`src/rtl/seq_stat_pkg.sv`:
```
// Shared types for the sequenced statistics block.
// Assumes a group is always three registers wide.
package seq_stat_pkg;
    typedef enum logic [1:0] {
        SEQ_IDLE      = 2'd0,
        SEQ_WANT_MID  = 2'd1,
        SEQ_WANT_LAST = 2'd2
    } seq_state_e;

    localparam int GROUP_REGS = 3;
endpackage

```
`src/rtl/seq_stat_lane.sv`:
```
// One saturating counter with a shadow accumulator.
// While hold_i is high, events go to the shadow and the live value stays put.
// clr_i loads the shadow as the new live count. mrg_i adds the shadow into live.
// Assumes clr_i and mrg_i are never high together.
module seq_stat_lane #(
    parameter int W = 16
) (
    input  logic         clk,
    input  logic         rst_n,
    input  logic         ev_i,
    input  logic         hold_i,
    input  logic         clr_i,
    input  logic         mrg_i,
    output logic [W-1:0] live_o
);
    localparam logic [W-1:0] MAXV = '1;

    logic [W-1:0] live_q;
    logic [W-1:0] shad_q;

    // Saturating three-term add.
    function automatic logic [W-1:0] sat_add(input logic [W-1:0] a,
                                              input logic [W-1:0] b,
                                              input logic c);
        logic [W+1:0] s;
        s = {2'b00, a} + {2'b00, b} + {{(W+1){1'b0}}, c};
        return (s > {2'b00, MAXV}) ? MAXV : s[W-1:0];
    endfunction

    // Update the live count and the shadow count.
    always_ff @(posedge clk) begin
        if (!rst_n) begin
            live_q <= '0;
            shad_q <= '0;
        end else if (clr_i) begin
            live_q <= sat_add(shad_q, '0, ev_i);
            shad_q <= '0;
        end else if (mrg_i) begin
            live_q <= sat_add(live_q, shad_q, ev_i);
            shad_q <= '0;
        end else if (hold_i) begin
            shad_q <= sat_add(shad_q, '0, ev_i);
        end else begin
            live_q <= sat_add(live_q, '0, ev_i);
        end
    end

    assign live_o = live_q;
endmodule

```
`src/rtl/seq_stat_group.sv`:
```
// One direction: a packet counter twice the data width and an error counter
// one data width wide, shown as three registers (index 0, 1, 2).
// Tracks the read sequence and drives the freeze, clear and merge of both lanes.
// Assumes acc_i is high only for indexes 0..2.
module seq_stat_group
    import seq_stat_pkg::*;
#(
    parameter int DATA_W = 16
) (
    input  logic              clk,
    input  logic              rst_n,
    input  logic              pkt_ev_i,
    input  logic              err_ev_i,
    input  logic              acc_i,
    input  logic [1:0]        idx_i,
    output logic [DATA_W-1:0] data_o
);
    localparam int PKT_W = 2 * DATA_W;
    localparam int ERR_W = DATA_W;

    seq_state_e state_q, state_d;
    logic start, clr, mrg, hold;
    logic [PKT_W-1:0] pkt_cnt;
    logic [ERR_W-1:0] err_cnt;

    // Next sequence state and the lane controls.
    always_comb begin
        state_d = state_q;
        start   = 1'b0;
        clr     = 1'b0;
        mrg     = 1'b0;
        if (acc_i) begin
            unique case (state_q)
                SEQ_IDLE: begin
                    if (idx_i == 2'd0) begin
                        start   = 1'b1;
                        state_d = SEQ_WANT_MID;
                    end
                end
                SEQ_WANT_MID: begin
                    if (idx_i == 2'd1) begin
                        state_d = SEQ_WANT_LAST;
                    end else begin
                        mrg     = 1'b1;
                        state_d = SEQ_IDLE;
                    end
                end
                SEQ_WANT_LAST: begin
                    if (idx_i == 2'd2) clr = 1'b1;
                    else               mrg = 1'b1;
                    state_d = SEQ_IDLE;
                end
                default: state_d = SEQ_IDLE;
            endcase
        end
    end

    // Sequence state register.
    always_ff @(posedge clk) begin
        if (!rst_n) state_q <= SEQ_IDLE;
        else        state_q <= state_d;
    end

    assign hold = (state_q != SEQ_IDLE) || start;

    seq_stat_lane #(.W(PKT_W)) u_pkt (
        .clk(clk), .rst_n(rst_n), .ev_i(pkt_ev_i), .hold_i(hold),
        .clr_i(clr), .mrg_i(mrg), .live_o(pkt_cnt)
    );

    seq_stat_lane #(.W(ERR_W)) u_err (
        .clk(clk), .rst_n(rst_n), .ev_i(err_ev_i), .hold_i(hold),
        .clr_i(clr), .mrg_i(mrg), .live_o(err_cnt)
    );

    // Select the register addressed by idx_i.
    always_comb begin
        unique case (idx_i)
            2'd0:    data_o = pkt_cnt[DATA_W-1:0];
            2'd1:    data_o = pkt_cnt[PKT_W-1:DATA_W];
            2'd2:    data_o = err_cnt;
            default: data_o = '0;
        endcase
    end
endmodule

```
`src/rtl/seq_stat_counters.sv`:
```
// Top of the sequenced statistics block: a transmit group, a receive group at
// the next three addresses, a saturating link-loss counter, and a registered
// read port. Assumes single-cycle event pulses, at most one event per source
// per cycle.
module seq_stat_counters #(
    parameter int                    DATA_W    = 16,
    parameter int                    ADDR_W    = 11,
    parameter int                    LINK_W    = 6,
    parameter logic [ADDR_W-1:0]     TX_BASE   = 11'h639,
    parameter logic [ADDR_W-1:0]     LINK_ADDR = 11'h547
) (
    input  logic              clk,
    input  logic              rst_n,
    input  logic              tx_pkt_i,
    input  logic              tx_err_i,
    input  logic              rx_pkt_i,
    input  logic              rx_err_i,
    input  logic              link_loss_i,
    input  logic              rd_en_i,
    input  logic [ADDR_W-1:0] rd_addr_i,
    output logic [DATA_W-1:0] rd_data_o
);
    import seq_stat_pkg::*;

    localparam int NUM_GRP  = 2;
    localparam int LINK_LSB = DATA_W - LINK_W;

    logic [NUM_GRP-1:0]  pkt_ev, err_ev, grp_hit;
    logic [DATA_W-1:0]   grp_data [NUM_GRP];
    logic [LINK_W-1:0]   link_q;
    logic [DATA_W-1:0]   rd_mux;

    assign pkt_ev = {rx_pkt_i, tx_pkt_i};
    assign err_ev = {rx_err_i, tx_err_i};

    for (genvar g = 0; g < NUM_GRP; g++) begin : g_grp
        localparam logic [ADDR_W-1:0] GBASE = TX_BASE + ADDR_W'(GROUP_REGS * g);
        logic [ADDR_W-1:0] off;

        assign off        = rd_addr_i - GBASE;
        assign grp_hit[g] = (rd_addr_i >= GBASE) &&
                            (rd_addr_i < GBASE + ADDR_W'(GROUP_REGS));

        seq_stat_group #(.DATA_W(DATA_W)) u_grp (
            .clk(clk), .rst_n(rst_n),
            .pkt_ev_i(pkt_ev[g]), .err_ev_i(err_ev[g]),
            .acc_i(rd_en_i && grp_hit[g]), .idx_i(off[1:0]),
            .data_o(grp_data[g])
        );
    end

    // Saturating link-loss counter.
    always_ff @(posedge clk) begin
        if (!rst_n)                               link_q <= '0;
        else if (link_loss_i && (link_q != '1))   link_q <= link_q + 1'b1;
    end

    // Address decode for the read port.
    always_comb begin
        if (grp_hit[0])                  rd_mux = grp_data[0];
        else if (grp_hit[1])             rd_mux = grp_data[1];
        else if (rd_addr_i == LINK_ADDR) rd_mux = {link_q, {LINK_LSB{1'b0}}};
        else                             rd_mux = '0;
    end

    // Register read data on each strobe.
    always_ff @(posedge clk) begin
        if (!rst_n)       rd_data_o <= '0;
        else if (rd_en_i) rd_data_o <= rd_mux;
    end
endmodule

```
`config.mk`:
```
export PLATFORM = sky130hd
export DESIGN_NAME = seq_stat_counters
export DESIGN_NICKNAME = d
export VERILOG_FILES = /design/src/rtl/seq_stat_pkg.sv /design/src/rtl/seq_stat_lane.sv /design/src/rtl/seq_stat_group.sv /design/src/rtl/seq_stat_counters.sv
export SDC_FILE = /design/constraint.sdc
export NUM_CORES = 1
export LEC_CHECK = 0
export ABC_AREA = 0
export BUFFER_PORTS_ARGS = -buffer_cell sky130_fd_sc_hd__buf_4
export CORE_MARGIN = 3
export CORE_UTILIZATION = 50
export CTS_BUF_LIST = sky130_fd_sc_hd__clkbuf_4
export CTS_CLUSTER_SIZE = 14
export DETAILED_ROUTE_END_ITERATION = 10
export GPL_ROUTABILITY_DRIVEN = 0
export PLACE_DENSITY = 0.72
export RECOVER_POWER = 100
export SETUP_SLACK_MARGIN = 0.1
export SYNTH_ARGS = -nofsm -noshare
export SYNTH_HDL_FRONTEND = slang
export SYNTH_SLANG_ARGS = --single-unit
export TNS_END_PERCENT = 10
```
`constraint.sdc`:
```
create_clock -name clk -period 6.4 [get_ports clk]
set_clock_uncertainty 0.05 [all_clocks]
set_input_delay 0 -clock clk [delete_from_list [all_inputs] [get_ports clk]]
set_output_delay 0 -clock clk [all_outputs]
set_load 0.01 [all_outputs]
```
# After elaboration in Yosys (flattened, before gate mapping)
# Index checks and enable logic that the tools add are counted.
# op_classes
add_sub_neg	19
order_cmp	16
n_eq_ne	14
n_mux	55
bitwise	1
reduce_logical	17
# op_table
op	n
two-way mux 32 bit	12
two-way mux 16 bit	15
adder 32 x 1 -> 33 bit	4
greater-than comparator 33 x 32 -> 1 bit, second input constant	4
case mux 16 bit (3 select lines)	2
adder 16 x 1 -> 17 bit	4
adder 33 x 1 -> 34 bit	2
greater-than comparator 17 x 16 -> 1 bit, second input constant	4
greater-than comparator 34 x 32 -> 1 bit, second input constant	2
adder 32 x 32 -> 33 bit	2
adder 17 x 1 -> 18 bit	2
greater-than comparator 18 x 16 -> 1 bit, second input constant	2
adder 16 x 16 -> 17 bit	2
greater-or-equal comparator 11 bit, second input constant	2
< comparator 11 bit, second input constant	2
two-way mux 1 bit	18
equality test 11 bit, second input constant	1
equality test 2 x 1 -> 1 bit, second input constant	4
equality test 2 bit, second input constant	4
zero test 2 bit	4
two-way mux 2 bit	4
case mux 2 bit (2 select lines)	2
adder 6 x 1 -> 6 bit, second input constant	1
!= test 3 x 1 -> 1 bit, second input constant	2
10 further kinds	21
# totals
reg_bits	218
elab_cells	134

# Depth between registers and ports, before layout
# logic_depth
word_depth	9
mapped_depth	14
ltp_nobuf	13

# Modules after synthesis
# From an unflattened synthesis, not the netlist that was laid out.
# unflattened
hier_cells	2695
area_unflattened_um2	20307.0
# by_module_without_submodules
mod	instances	cells_each	area_per_inst_um2	seq_area_each_um2
seq_stat_lane at g_grp[1].u_grp.u_pkt	1	815	6065.8	1281.2
seq_stat_lane at g_grp[0].u_grp.u_pkt	1	828	6053.3	1281.2
seq_stat_lane at g_grp[1].u_grp.u_err	1	385	2919.0	640.6
seq_stat_lane at g_grp[0].u_grp.u_err	1	382	2890.3	640.6
seq_stat_group	2	80	614.3	40.0
seq_stat_counters	1	125	1149.9	440.4

# Least setup slack after synthesis
# Ideal clock, no wire load.
# synth_path
path_kind	reg-to-reg
startpoint	register g_grp[0].u_grp.u_pkt.shad_q[0]
endpoint	register g_grp[0].u_grp.u_pkt.live_q[25]
setup_time_ns	0.116
arrival_time_ns	3.229
setup_slack_ns	3.004
path_stages_with_launch	14
n_path_buf	1
synth_period_minus_slack_ns	3.396
cell_sequence	dfxtp_1 fa_1 fa_1 nand3_1 a21o_1 a21oi_1 o2111ai_1 a21oi_1 o21a_1 or4_4 and2_4 buf_6 or3_1 o211a_1
# synth_via
elab_chain_cells	6
word_cells_on_any_way	9
cone_classes	3 x add/sub; 2 x order compare; 4 x mux
# synth_rtl
item	line	source
start: declaration	seq_stat_lane.sv:19	logic [W-1:0] shad_q;
start signal: assignment	seq_stat_lane.sv:42	shad_q <= sat_add(shad_q, '0, ev_i);
adder 32 x 32 -> 33 bit	seq_stat_lane.sv:26	s = {2'b00, a} + {2'b00, b} + {{(W+1){1'b0}}, c};
adder 33 x 1 -> 34 bit	seq_stat_lane.sv:26	
greater-than comparator 34 x 32 -> 1 bit	seq_stat_lane.sv:27	return (s > {2'b00, MAXV}) ? MAXV : s[W-1:0];
two-way mux 32 bit	seq_stat_lane.sv:27	
two-way mux 32 bit	seq_stat_lane.sv:38	end else if (mrg_i) begin
two-way mux 32 bit *	seq_stat_lane.sv:35	end else if (clr_i) begin
end signal: assignment	seq_stat_lane.sv:36	live_q <= sat_add(shad_q, '0, ev_i);
end signal: assignment	seq_stat_lane.sv:39	live_q <= sat_add(live_q, shad_q, ev_i);
end signal: assignment	seq_stat_lane.sv:44	live_q <= sat_add(live_q, '0, ev_i);
end: declaration	seq_stat_lane.sv:18	logic [W-1:0] live_q;
# Every way passes the cells marked *; elsewhere a longest branch is shown, timed or not.
# A chain may end at the register's enable or synchronous reset.

# Worst setup path in the final report
# layout_path
startpoint	input rd_addr_i[0]
endpoint	register g_grp[0].u_grp.u_pkt.live_q[25]
# layout_via
elab_chain_cells	7
word_cells_on_any_way	22
cone_classes	1 x add/sub; 2 x order compare; 3 x eq/ne; 12 x mux; 4 x reduce/logical
# layout_rtl
item	line	source
start: declaration	seq_stat_counters.sv:20	input logic [ADDR_W-1:0] rd_addr_i,
subtractor 2 x 1 -> 2 bit	seq_stat_counters.sv:40	assign off = rd_addr_i - GBASE;
equality test 2 bit (tied with other cells)	seq_stat_group.sv:49	if (idx_i == 2'd2) clr = 1'b1;
two-way mux 1 bit, on equally long branches	seq_stat_group.sv:49, seq_stat_group.sv:41, seq_stat_group.sv:35	
case mux 1 bit (2 select lines) / two-way mux 1 bit (equally long branches)	seq_stat_group.sv:33	unique case (state_q)
two-way mux 1 bit	seq_stat_group.sv:32	if (acc_i) begin
two-way mux 32 bit / logical OR 1 bit (equally long branches)	seq_stat_lane.sv:38, seq_stat_group.sv:64	
two-way mux 32 bit / != test 3 x 1 -> 1 bit (equally long branches)	--	
# Parallel ways exist; a longest one is shown, timed or not.

==> summary.md <==
| Metric | Value |
|---|---|
| Run status | `finished, violations left` |
| Failing checks | `capacitance limit, slew limit` |
| Gr ovfl total | `0` |
| Input/output buffers | `34` |
| Worst path required time | `6.97 ns` |
| Total track usage | `between 30 and 40%` |
| Final WL | `a little over 60 mm` |
| FF+latch count, synth | `between 200 and 250` |
| Die X | `about 200 um` |
| Hold path cells | `5` |
| PD cells | `roughly 140 nW/um^2` |
| DR iter-0 viols | `between 1,500 and 2,000` |
| Post-Syn Instances | `2,558` |
| Worst Setup Start Kind | `input port` |
| Die area | `approximately 40,000 um^2` |
| Placed cell area | `19,200 um^2` |
| Critical Path, Cell by Cell | `dlygate4sd3_1, clkbuf_1, o21ai_0, a21boi_0, nor3b_1, nand2_1, or4_1, and2_0, or3_1, o211a_1` |
| Worst slew margin | `-38.7%` |
| CTS sink count | `between 200 and 250` |
| Number of enable flip-flop cells after synthesis | `0` |
| CTS root buf | `clkbuf_4` |
| Netlist Area Pre-Place | `between 15,000 and 20,000 um^2` |
| Layout cells sized above 1 | `approximately 6.7%` |
| Avg Cell Area, Syn | `7.32 um^2` |
| Syn. warnings | `0` |
| FMAX | `202 MHz` |
| Number of CTS-inserted buffers | `68` |
| First-pass iteration count of the detailed router | `5` |
| Yosys top cell by area | `dfxtp_1` |
| Area growth syn-to-layout | `6.99%` |
| Unique masters post-synth | `around 80` |
| Area of the multi-input gates | `between 10,000 and 15,000 um^2` |
| VDD IR max | `around 0.00015 V` |
| Mapped Nets | `approximately 2,700` |
| Setup bufs post-CTS | `0` |
| Most frequent cells in the layout | `a21oi_1, o21ai_0, nor2_1` |
| Initial Util | `50.9%` |
| Routed WL per cell | `between 20 and 25 um` |
| Vias in the first global route | `~19,000` |
| DR DRC count | `0` |
| Avg Vias per Cell | `~6.6` |
| Commonest non-fill, non-tap cell in the layout | `a21oi_1` |
| H-tree depth | `3` |
| Commonest register cell after synthesis | `dfxtp_1` |
| Min Tclk post-route | `between 4 and 5 ns` |
| Ys async rst share | `0%` |
| R2r worst-path depth | `12` |
| Critical path type | `input port to flop` |
| Top cells by area, synth | `dfxtp_1, a21oi_1, ha_1` |
| Final Hold Viols | `0` |
| Std cell rows | `70` |
| Antenna Nets Post-Route | `0` |
| Clock Path Buffers | `3` |
| Setup_tns | `0 ns` |
| Sequential fraction of the synthesis area | `23.3%` |
| R2R setup slack | `roughly 1.6 ns` |
| # placed instances | `approximately 2,900` |
| Tcrit/Tclk final | `between 70% and 80%` |
| Final setup violation count | `0` |
| Top Ports | `35` |
| Post-synth top area share | `a little under a quarter` |
| Final slew viol count | `154` |
| Final net count | `~2,700` |
| Largest net degree at the start of global routing | `69` |
| Clk_lat worst skew | `between 0.7 and 0.8 ns` |
| Initial antenna violation count | `2` |
| Crit-path max FO | `48` |
| Leakage | `7.63 nW` |
| Critical Path AT | `around 5.5 ns` |
| Dpl hpwl | `about 44 mm` |
| Core area | `36,800 um^2` |
| Max-Cap Viols | `4` |
| Reg area | `between 4000 and 5000 um^2` |
| CP max-delay cell | `clkbuf_1` |
| Fillers | `between 3,000 and 4,000` |
| Unrepaired setup endpoints after global routing | `no` |
| Routed vias | `slightly above 20,000` |
| Pwr Total | `around 2.9 mW` |
| Crit path capture type | `flop` |
| CTS tree | `done` |
| Worst-path clk slew | `approximately 0.06 ns` |
| Final Instance Area | `about 20,000 um^2` |
| Worst hold path class | `input port to flop` |
| Global-route wire length before repair | `a little under 100 mm` |
| Fin cells | `3,064` |
| Worst-Margin Slew | `around 2.1 ns` |
| CP max stage delay | `1.47 ns` |
| Die Y | `approximately 200 um` |
routing by layer:
metal  part of all wire [%]  vias to the layer above  GRT usage, %  wire [um]
li1                       -                     9454             -          -
met1                     41                     9460          39.9      25400
met2                     44                     1030          47.8      27300
met3                    9.7                      206          5.13       6020
met4                    4.9                        0          15.4       3050
met5                      0                        -             0          0
state kept, by name, indices dropped and copies added, names as in the netlist:
name	cells
g_grp.u_grp.state_q	4
g_grp.u_grp.u_pkt.shad_q	64
g_grp.u_grp.u_pkt.live_o	64
rd_data_o	16
link_q	6
g_grp.u_grp.u_err.live_o	32
g_grp.u_grp.u_err.shad_q	32
path summary, 6_finish.rpt:
kind | from | end
hold reg to reg | rd_data_o[9] | rd_data_o[9]
setup / recovery | rd_addr_i[0] | g_grp[0].u_grp.u_pkt.live_o[25]
hold / removal | rd_addr_i[9] | g_grp[0].u_grp.state_q[0]
setup reg to reg | g_grp[0].u_grp.u_pkt.shad_q[0] | g_grp[0].u_grp.u_pkt.live_o[25]
power by group:
part / switching [mW] / internal (mW) / total, mW
clock network: 0.679 / 0.661 / 1.34
logic: 0.105 / 0.0587 / 0.164
registers: 0.0176 / 1.37 / 1.39
total: 0.801 / 2.09 / 2.89
layout make-up:
| cell class | count | area share [%] |
|---|---|---|
| inverters | 66 | 1.24 |
| flip-flops and latches | 218 | 21.8 |
| clock inverters | 19 | 0.387 |
| clock buffers | 92 | 3.45 |
| repair buffers | 71 | 2.45 |
| diodes | 2 | 0.0250 |
| well taps | 468 | 2.92 |
| multi-input cells | 2128 | 67.8 |
cell families after synthesis:
| kind of cell | share of synthesized area [%] |
|---|---|
| fa+ha+maj | 8.53 |
| xor+xnor | 10.5 |
| flops | 23.3 |
| compound gates | 29.9 |
| mux | 2.08 |
| buf+inv | 4.36 |
| simple gates | 21.4 |
worst max-delay path, delay by kind of cell:
family / cells / cell delay (ns)
AOI/OAI and AO/OA: 3 / 0.96
buffers and inverters: 2 / 2.03
and+or+nand+nor: 5 / 2.43
through the flow:
step	hold slack, ns	utilization [%]	setup slack, ns
after floorplan	0.209	-	3.00
after global placement	0.345	52.2	2.56
after detailed placement	0.350	52.2	2.43
after CTS	0.00434	54.7	2.40
after global routing	0.0809	54.5	1.07
final	0.0584	54.5	1.46
Yosys cell counts, drive strengths merged (42+ instances only):
cell and instances:
xnor2 142, ha 115, a211oi 42, clkbuf 119, and3 70, dfxtp 218
nor3 65, xor2 82, inv 66, nand3 94, nand2 198, a21oi 298
o21ai 260, nor2 254, a31oi 49
what timing repair did:
item	in CTS	in global routing
hold buffers	16	0
hold endpoints to repair	101	0
gates resized for setup	0	0
endpoints found under the setup margin	0	0
No activity file was read; power rests on OpenSTA's default activity.
